## config.mk

```make
export PLATFORM = sky130hd
export DESIGN_NAME = synth_cfg_loader
export DESIGN_NICKNAME = d
export VERILOG_FILES = /design/src/rtl/synth_cfg_pkg.sv /design/src/rtl/synth_cfg_sync.sv /design/src/rtl/synth_cfg_edge.sv /design/src/rtl/synth_cfg_shreg.sv /design/src/rtl/synth_cfg_regs.sv /design/src/rtl/synth_cfg_loader.sv
export SDC_FILE = /design/constraint.sdc
export NUM_CORES = 1
export LEC_CHECK = 0
export BUFFER_PORTS_ARGS = -buffer_cell sky130_fd_sc_hd__buf_2
export CORE_MARGIN = 3
export CORE_UTILIZATION = 59
export CTS_BUF_LIST = sky130_fd_sc_hd__clkbuf_8 sky130_fd_sc_hd__clkbuf_16
export DETAILED_ROUTE_END_ITERATION = 10
export MAX_ROUTING_LAYER = met4
export PLACE_DENSITY_LB_ADDON = 0.12
export SETUP_SLACK_MARGIN = 0.2
export SLEW_MARGIN = 10
export SYNTH_ARGS = -nofsm -noshare
export SYNTH_HDL_FRONTEND = slang
export SYNTH_SLANG_ARGS = --single-unit
```

## constraint.sdc

```tcl
create_clock -name clk -period 3.6 [get_ports clk]
set_input_delay 0.36 -clock clk [delete_from_list [all_inputs] [get_ports clk]]
set_output_delay 0.36 -clock clk [all_outputs]
set_load 0.01 [all_outputs]
```

## src/rtl/synth_cfg_pkg.sv

```systemverilog
// Package: shared types for the synthesizer configuration loader.
// Assumes the output divider code is always two bits wide.
package synth_cfg_pkg;

    localparam int NDIV_W = 2;

    // Control strobes after synchronization, MSB first as concatenated at the top.
    typedef struct packed {
        logic pload_n;
        logic sclk;
        logic sdat;
        logic sload;
        logic mrst;
    } ctl_t;

    localparam int CTL_W = $bits(ctl_t);

    // Idle levels: parallel strobe inactive high, everything else low.
    localparam ctl_t CTL_IDLE = ctl_t'(5'b10000);

    typedef enum logic [NDIV_W-1:0] {
        NDIV_1 = 2'b00,
        NDIV_2 = 2'b01,
        NDIV_4 = 2'b10,
        NDIV_8 = 2'b11
    } ndiv_e;

endpackage

```

## src/rtl/synth_cfg_sync.sv

```systemverilog
// Module: multi-stage synchronizer for a vector of asynchronous inputs.
// Assumes each bit is quasi-static relative to clk or that bit-skew is harmless.
module synth_cfg_sync #(
    parameter int             W        = 1,
    parameter int             STAGES   = 2,
    parameter logic [W-1:0]   RST_VAL  = '0
) (
    input  logic         clk,
    input  logic         rst_n,
    input  logic [W-1:0] d,
    output logic [W-1:0] q
);

    logic [W-1:0] pipe [STAGES];

    for (genvar g = 0; g < STAGES; g++) begin : g_stage
        if (g == 0) begin : g_first
            // First stage samples the raw inputs.
            always_ff @(posedge clk) begin
                if (!rst_n) pipe[g] <= RST_VAL;
                else        pipe[g] <= d;
            end
        end else begin : g_next
            // Later stages resolve metastability.
            always_ff @(posedge clk) begin
                if (!rst_n) pipe[g] <= RST_VAL;
                else        pipe[g] <= pipe[g-1];
            end
        end
    end

    assign q = pipe[STAGES-1];

endmodule

```

## src/rtl/synth_cfg_edge.sv

```systemverilog
// Module: rising-edge detection on synchronized serial clock and load strobe.
// Assumes inputs are already in the clk domain.
module synth_cfg_edge (
    input  logic clk,
    input  logic rst_n,
    input  logic sclk,
    input  logic sload,
    output logic sclk_rise,
    output logic sload_rise
);

    logic sclk_d;
    logic sload_d;

    // Remember previous samples; idle low after reset so no false edge.
    always_ff @(posedge clk) begin
        if (!rst_n) begin
            sclk_d  <= 1'b0;
            sload_d <= 1'b0;
        end else begin
            sclk_d  <= sclk;
            sload_d <= sload;
        end
    end

    assign sclk_rise  = sclk  & ~sclk_d;
    assign sload_rise = sload & ~sload_d;

endmodule

```

## src/rtl/synth_cfg_shreg.sv

```systemverilog
// Module: serial payload shift register.
// Holds only the payload width; leading filler slots fall off the far end.
// next_o shows the contents after the current shift, or the held contents
// when no shift is pending, so a transfer can use it in either case.
module synth_cfg_shreg #(
    parameter int PAY_W = 12
) (
    input  logic             clk,
    input  logic             rst_n,
    input  logic             shift_en,
    input  logic             din,
    output logic [PAY_W-1:0] next_o
);

    logic [PAY_W-1:0] q;

    // Compute the post-shift view.
    always_comb begin
        if (shift_en) next_o = {q[PAY_W-2:0], din};
        else          next_o = q;
    end

    // Shift on enable, hold otherwise.
    always_ff @(posedge clk) begin
        if (!rst_n) q <= '0;
        else        q <= next_o;
    end

endmodule

```

## src/rtl/synth_cfg_regs.sv

```systemverilog
// Module: M / N / spread-spectrum configuration registers and range flag.
// Parallel mode has priority; serial transfers apply only outside it.
// Reset loads M straight from the raw parallel pins.
module synth_cfg_regs
    import synth_cfg_pkg::*;
#(
    parameter int M_W   = 9,
    parameter int M_MIN = 125,
    parameter int M_MAX = 350,
    localparam int PAY_W = M_W + NDIV_W + 1
) (
    input  logic             clk,
    input  logic             rst_n,
    input  logic [M_W-1:0]   rst_m,
    input  logic             par_mode,
    input  logic [M_W-1:0]   par_m,
    input  logic             ser_xfer,
    input  logic [PAY_W-1:0] payload,
    output logic [M_W-1:0]   m_o,
    output ndiv_e            n_o,
    output logic             ssc_o,
    output logic             range_err_o
);

    localparam logic [M_W-1:0] LO = M_W'(M_MIN);
    localparam logic [M_W-1:0] HI = M_W'(M_MAX);

    logic [M_W-1:0] m_q;
    ndiv_e          n_q;
    logic           ssc_q;

    // Update the configuration from reset, parallel or serial source.
    always_ff @(posedge clk) begin
        if (!rst_n) begin
            m_q   <= rst_m;
            n_q   <= NDIV_2;
            ssc_q <= 1'b0;
        end else if (par_mode) begin
            m_q   <= par_m;
            n_q   <= NDIV_2;
        end else if (ser_xfer) begin
            m_q   <= payload[M_W-1:0];
            n_q   <= ndiv_e'(payload[M_W+NDIV_W-1:M_W]);
            ssc_q <= payload[PAY_W-1];
        end
    end

    // Flag divider values outside the lock window.
    always_comb begin
        range_err_o = (m_q < LO) || (m_q > HI);
    end

    assign m_o   = m_q;
    assign n_o   = n_q;
    assign ssc_o = ssc_q;

endmodule

```

## src/rtl/synth_cfg_loader.sv

```systemverilog
// Module: configuration loader top. Synchronizes all pins, detects serial
// edges, shifts the serial payload and arbitrates parallel and serial loads.
// Assumes one system clock fast enough to oversample the serial port.
module synth_cfg_loader
    import synth_cfg_pkg::*;
#(
    parameter int M_W         = 9,
    parameter int SYNC_STAGES = 2,
    parameter int M_MIN       = 125,
    parameter int M_MAX       = 350
) (
    input  logic             clk,
    input  logic             rst_n,
    input  logic [M_W-1:0]   par_m_i,
    input  logic             par_load_n_i,
    input  logic             ser_clk_i,
    input  logic             ser_dat_i,
    input  logic             ser_load_i,
    input  logic             mrst_i,
    output logic [M_W-1:0]   m_div_o,
    output logic [1:0]       n_code_o,
    output logic             ssc_en_o,
    output logic             m_out_of_range_o,
    output logic             div_reset_o
);

    localparam int PAY_W  = M_W + NDIV_W + 1;
    localparam int SYNC_W = M_W + CTL_W;
    localparam logic [SYNC_W-1:0] SYNC_RST = {{M_W{1'b0}}, CTL_IDLE};

    logic [SYNC_W-1:0] raw_vec;
    logic [SYNC_W-1:0] s_vec;
    logic [M_W-1:0]    s_m;
    ctl_t              s_ctl;
    logic              sclk_rise;
    logic              sload_rise;
    logic              shift_en;
    logic              ser_xfer;
    logic              par_mode;
    logic [PAY_W-1:0]  payload;
    ndiv_e             n_val;

    assign raw_vec = {par_m_i, par_load_n_i, ser_clk_i, ser_dat_i, ser_load_i, mrst_i};

    synth_cfg_sync #(
        .W       (SYNC_W),
        .STAGES  (SYNC_STAGES),
        .RST_VAL (SYNC_RST)
    ) u_sync (
        .clk   (clk),
        .rst_n (rst_n),
        .d     (raw_vec),
        .q     (s_vec)
    );

    assign s_m   = s_vec[SYNC_W-1:CTL_W];
    assign s_ctl = ctl_t'(s_vec[CTL_W-1:0]);

    synth_cfg_edge u_edge (
        .clk        (clk),
        .rst_n      (rst_n),
        .sclk       (s_ctl.sclk),
        .sload      (s_ctl.sload),
        .sclk_rise  (sclk_rise),
        .sload_rise (sload_rise)
    );

    // Mode arbitration: parallel strobe low wins; serial acts only when it is high.
    always_comb begin
        par_mode = ~s_ctl.pload_n;
        shift_en = s_ctl.pload_n & sclk_rise;
        ser_xfer = s_ctl.pload_n & s_ctl.sload & (sload_rise | sclk_rise);
    end

    synth_cfg_shreg #(
        .PAY_W (PAY_W)
    ) u_shreg (
        .clk      (clk),
        .rst_n    (rst_n),
        .shift_en (shift_en),
        .din      (s_ctl.sdat),
        .next_o   (payload)
    );

    synth_cfg_regs #(
        .M_W   (M_W),
        .M_MIN (M_MIN),
        .M_MAX (M_MAX)
    ) u_regs (
        .clk         (clk),
        .rst_n       (rst_n),
        .rst_m       (par_m_i),
        .par_mode    (par_mode),
        .par_m       (s_m),
        .ser_xfer    (ser_xfer),
        .payload     (payload),
        .m_o         (m_div_o),
        .n_o         (n_val),
        .ssc_o       (ssc_en_o),
        .range_err_o (m_out_of_range_o)
    );

    assign n_code_o    = n_val;
    assign div_reset_o = s_ctl.mrst;

endmodule

```

======== Word-level counts from Yosys, hierarchy flattened ========
Memories as Yosys holds them, arrays and structs flattened.
Index checks and enable logic that the tools add are counted.
W data, S select, Z words.
storage, ports and cells
  bits in registers ....................... 26
  bits in latches ......................... 0
  RAM bits ................................ 28
  memory bits (read-only) ................. 0
  input port bits ......................... 16
  output and inout bits ................... 14
  word-level logic and storage cells ...... 31
  memories ................................ 1
cells by class
  add/sub/neg operators ................... 0
  multiply operators ...................... 0
  divide/modulo/power cells ............... 0
  order comparisons ....................... 2
  eq/ne operators ......................... 1
  shifts and indexed selects .............. 0
  mux-type cells .......................... 8
  bitwise logic cells ..................... 10
  reductions and logical operators ........ 3
memories
  name         words  bits a word  read ports  clocked after Yosys merged registers in  wr ports  RTL line              RTL
  u_sync.pipe  2      14           2           0                                        2         synth_cfg_sync.sv:14  logic [W-1:0] pipe [STAGES];
operators with widths
  operator              number
  $mux W14              2
  $mux W9               3
  $mux W12              1
  $gt A9 B9 Y1 const B  1
  $lt A9 B7 Y1 const B  1
  $and A1 B1 Y1         5
  $reduce_and A2 Y1     2
  $ne A3 B2 Y1 const B  1
  $or A1 B1 Y1          3
  $mux W1               2
  $not A1 Y1            2
  $logic_or A1 B1 Y1    1

======== Longest topological paths before layout ========
  word-level depth ........................ 7
  gate-level depth with buffers ........... 5
  gate-level depth less buffers ........... 3

======== Cells and area by module ========
Synthesis repeated with hierarchy kept, for this count alone.
unflattened totals
  cells, all modules ...................... 163
  area total of the unflattened synthesis .. 2015.7 sq um
modules (own cells, without submodules)
  module            instances  cells an instance  area an instance (sq um)  sequential area each (sq um)
  synth_cfg_sync    1          58                 778.2                     560.5
  synth_cfg_regs    1          58                 631.9                     330.3
  synth_cfg_shreg   1          38                 505.5                     240.2
  synth_cfg_edge    1          6                  80.1                      40.0
  synth_cfg_loader  1          3                  20.0                      0.0

======== Worst setup path before layout ========
Ideal clock, no wire load.
  path kind ............................... register -> register
  start point ............................. register u_edge.sclk_d
  end point ............................... register u_regs.m_q[0] (netlist: u_regs.m_o[0]), enable pin
  library setup time ...................... 0.341 ns
  arrival time ............................ 1.020 ns
  required time ........................... 3.259 ns
  setup slack ............................. 2.239 ns
  cell stages (with the launch flop) ...... 4
  path buffers ............................ 0
  clock period less this slack ............ 1.361 ns
  cell sequence ........................... dfxtp_1 -> nand2b_1 -> a21oi_1 -> nand2b_1
on the way
  word-level cells in the longest chain between the ends .. 5
RTL lines
  element                        RTL line                RTL
  from (decl)                    synth_cfg_edge.sv:12    logic sclk_d;
  from (signal assigned)         synth_cfg_edge.sv:21    sclk_d <= sclk;
  $not A1 Y1                     synth_cfg_edge.sv:26    assign sclk_rise = sclk & ~sclk_d;
  $and A1 B1 Y1                  synth_cfg_edge.sv:26
  $or A1 B1 Y1                   synth_cfg_loader.sv:72  ser_xfer = s_ctl.pload_n & s_ctl.sload & (sload_rise | sclk_rise);
  $and A1 B1 Y1                  synth_cfg_loader.sv:72
  $ne A3 B2 Y1 (no source line)  -
  to (signal assigned)           synth_cfg_regs.sv:35    m_q <= rst_m;
  to (signal assigned)           synth_cfg_regs.sv:39    m_q <= par_m;
  to (signal assigned)           synth_cfg_regs.sv:42    m_q <= payload[M_W-1:0];
  to (decl)                      synth_cfg_regs.sv:28    logic [M_W-1:0] m_q;
Every way passes these cells.
A chain may end at the register's enable or synchronous reset.

======== Worst setup path after layout ========
  start point ............................. input port rst_n
  end point ............................... register u_regs.m_q[3] (netlist: u_regs.m_o[3]), enable pin
on the way
  word-level cells in the longest chain between the ends .. 1
RTL lines
  element                        RTL line                RTL
  from (decl)                    synth_cfg_loader.sv:13  input logic rst_n,
  $ne A3 B2 Y1 (no source line)  -
Every way passes these cells.

==> summary.md <==
| Metric | Value |
|---|---|
| Status | `complete, no violations` |
| Cells after synthesis | `174` |
| Placer congestion estimate | `0.7639` |
| Worst r2r path cells | `3` |
| Setup TNS | `0 ns` |
| Most common cell after layout, fill and taps aside | `dfxtp_1` |
| Simple logic cell fraction of the synthesized area | `between 20% and 30%` |
| Synthesized area | `slightly below 2000 µm²` |
| Crit path DAT | `approximately 1.7 ns` |
| Final Max Tran Viols | `0` |
| Worst-margin pin slew | `0.6898 ns` |
| Maximum clock frequency | `587.6 MHz` |
| Worst-skew pair later-pin latency | `0.30 ns` |
| WL per Instance | `approximately 12 µm` |
| Drt total wl | `2886 µm` |
| Num rows | `20` |
| Die Ht | `about 63 µm` |
| Clk_skew | `0.005406 ns` |
| Hold Path Origin | `par_load_n_i` |
| Global-route wire length before repair | `5202 µm` |
| Hold Path Depth | `2` |
| Comb power frac | `7.0%` |
| H-tree depth | `2` |
| Clock transition at the registers of the reported paths | `0.09 ns` |
| CTS tree | `done` |
| Post-route ant nets | `0` |
| Post-synthesis compound-gate area fraction | `8.938%` |
| FF-to-FF setup slack | `between 1.5 and 2 ns` |
| Die area | `3997 µm²` |
| XOR/XNOR Fraction of Synth Area | `0%` |
| Reg2reg start | `u_edge.sclk_d` |
| Internal power | `0.0008534 W` |
| WHS Endpoint | `u_sync.pipe[0][4]` |
| Psw | `roughly 0.00024 W` |
| YS warnings | `0` |
| Vias per inst | `4.972` |
| Crit Path Max Fanout | `56` |
| Sw Share | `21.62%` |
| Startpoint types | `input pin` |
| VDD IR max | `389.9 µV` |
| DR iter-0 viols | `37` |
| Vias | `1223` |
| Fin crit period | `1.702 ns` |
| Sequential share of power | `59.9%` |
| Final Setup Violations | `0` |
| Nets@finish | `217` |
| Post-CTS setup buffer count | `0` |
| HPWL Detailed | `2099 µm` |
| Final Hold Fails | `0` |
| Register bit total from synthesis | `54` |
| CTS sink count | `between 50 and 60` |
| WS Path Type | `in2reg` |
| Syn nets | `190` |
| Antenna violations before repair | `0` |
| Pleak | `0.9456 nW` |
| Num CTS Buffers | `5` |
| Pin count of the biggest net entering global routing | `57` |
| Total grt overflow | `0` |
| Clock share of power | `33.2%` |
| WP data required | `approximately 3.6 ns` |
| Root buf cell | `clkbuf_8` |
| DR pass1 iterations | `4` |
| Hold Crit Class | `in2reg` |
| Critical R2R Capture | `u_regs.m_o[6]` |
| Final hold slack | `~0.23 ns` |
| ANT cells | `0` |
| Cell Pwr Density | `roughly 500 nW/µm²` |
| Area delta synth->final | `13.34%` |
| Chip Width | `~63 µm` |
| Top Ports | `30` |
| Share of cells above drive strength 1 | `19.80%` |
| Unrepaired setup endpoints after global routing | `no` |
| Vias in the first global route | `1227` |
| DRC Markers | `0` |
| Post-Synth Adder-Cell Area | `0%` |
| Final Cycle Share | `roughly 47%` |
| Post-cts sizing count | `0` |
| Worst slew margin | `54.01%` |
| Number of port buffers | `29` |
| Post-synth cell types | `24` |
| FILL cells | `approximately 250` |
| Synth Area per Inst | `11.10 µm²` |
| Longest Clk Path Bufs | `2` |
| GRT Total Usage | `17.02%` |
| Register area share after synthesis | `60.62%` |
| Max Cap Violations | `0` |
| Combinational family with the most area after synthesis | `simple AND/OR/NAND/NOR gates` |
| Commonest non-fill, non-tap cells in the layout | `dfxtp_1, buf_2, and2_1, nor2b_1, a21oi_1` |
| Setup crit end kind | `flip-flop` |
| Final core utilization | `71.14%` |
| Core area | `roughly 3100 µm²` |
| Mux share of post-synthesis cell area | `6.218%` |
| Hold-fix buffers, CTS | `0` |
| Starting density of the core | `62.76%` |
cells by family after synthesis:
family	after synthesis
flip-flops	54
AND/OR/NAND/NOR	68
AO/OA/AOI/OAI	29
buffers and inverters	11
multiplexers	12
power by group through the flow:
| stage | clock network, W | registers, W | logic, W |
|---|---|---|---|
| after floorplan | 0 | 0.000669 | 0.0000462 |
| after global placement | 0 | 0.000664 | 0.0000745 |
| after detailed placement | 0 | 0.000666 | 0.0000769 |
| after CTS | 0.000371 | 0.000652 | 0.0000770 |
| after global routing | 0.000396 | 0.000656 | 0.0000857 |
| final | 0.000361 | 0.000652 | 0.0000758 |
routing by layer:
metal  track usage, %  wire length (µm)  share of wire [%]
met4            7.278                57                2.0
met1            19.40              1406                 49
met5                -                 0                  0
met3            4.991               149                5.2
met2            27.93              1272                 44
worst max-delay path by stage:
| stage | start | end | slack (ns) | depth (start not counted) |
|---|---|---|---|---|
| global route | rst_n | u_regs.m_o[0] | 1.65 | 4 |
| global placement | rst_n | u_regs.m_o[0] | 1.66 | 4 |
| floorplan | u_edge.sclk_d | u_regs.m_o[0] | 2.24 | 3 |
| detailed placement | rst_n | u_regs.m_o[1] | 1.56 | 4 |
| CTS | rst_n | u_regs.m_o[3] | 1.88 | 4 |
| finish | rst_n | u_regs.m_o[3] | 1.90 | 4 |
per-stage QoR:
| stage | area (µm²) | setup WS (ns) | std cells | total power (W) |
|---|---|---|---|---|
| global route | 2190 | 1.653 | 246 | 0.001138 |
| CTS | 2190 | 1.883 | 246 | 0.001100 |
| global placement | 2086 | 1.655 | 238 | 0.0007388 |
| floorplan | 1932 | 2.239 | 174 | 0.0007152 |
| detailed placement | 2086 | 1.563 | 238 | 0.0007431 |
| finish | 2190 | 1.898 | 246 | 0.001089 |
synthesized netlist by cell type:
| cell type | count | area share (%) |
|---|---|---|
| o221ai_1 | 2 | 0.91 |
| nor2_1 | 4 | 0.78 |
| o21ai_1 | 7 | 1.8 |
| buf_6 | 1 | 0.58 |
| nand2_1 | 3 | 0.58 |
| o221a_2 | 2 | 1.2 |
| edfxtp_1 | 9 | 14 |
| nand4_1 | 1 | 0.32 |
| nand2b_1 | 5 | 1.6 |
| buf_2 | 3 | 0.78 |
| inv_1 | 2 | 0.39 |
| nor2b_1 | 21 | 6.8 |
| o32a_1 | 1 | 0.52 |
| a21boi_0 | 1 | 0.39 |
| clkbuf_1 | 4 | 0.78 |
| nor3b_1 | 3 | 1.2 |
| nand3b_2 | 1 | 0.58 |
| clkbuf_2 | 1 | 0.26 |
| a21oi_1 | 13 | 3.4 |
| mux2i_1 | 12 | 6.2 |
| o21ai_0 | 3 | 0.78 |
| dfxtp_1 | 45 | 47 |
| and2_1 | 28 | 9.1 |
| nand3_1 | 2 | 0.52 |
area by class of cell:
class / count / area, µm² / share of cell area (%)
Sequential cell: 54 / 1171 / 53.49
Multi-Input combinational cell: 109 / 706.9 / 32.29
Timing Repair Buffer: 29 / 145.1 / 6.629
Clock buffer: 6 / 93.84 / 4.286
Tap cell: 44 / 55.05 / 2.514
Clock inverter: 2 / 10.01 / 0.4571
Inverter: 2 / 7.507 / 0.3429
worst max-delay path, cell delays in order:
cell and delay (ns):
buf_2 0.54, nand2_1 0.39, inv_1 0.16, nand2b_1 0.23
state kept, by name, summed over array words and instances, names as in the netlist:
name            count
u_regs.m_o          9
u_regs.n_o          2
u_regs.ssc_o        1
u_shreg.q          12
u_edge.sload_d      1
u_edge.sclk_d       1
u_sync.pipe        28
No activity file was read; power rests on OpenSTA's default activity.
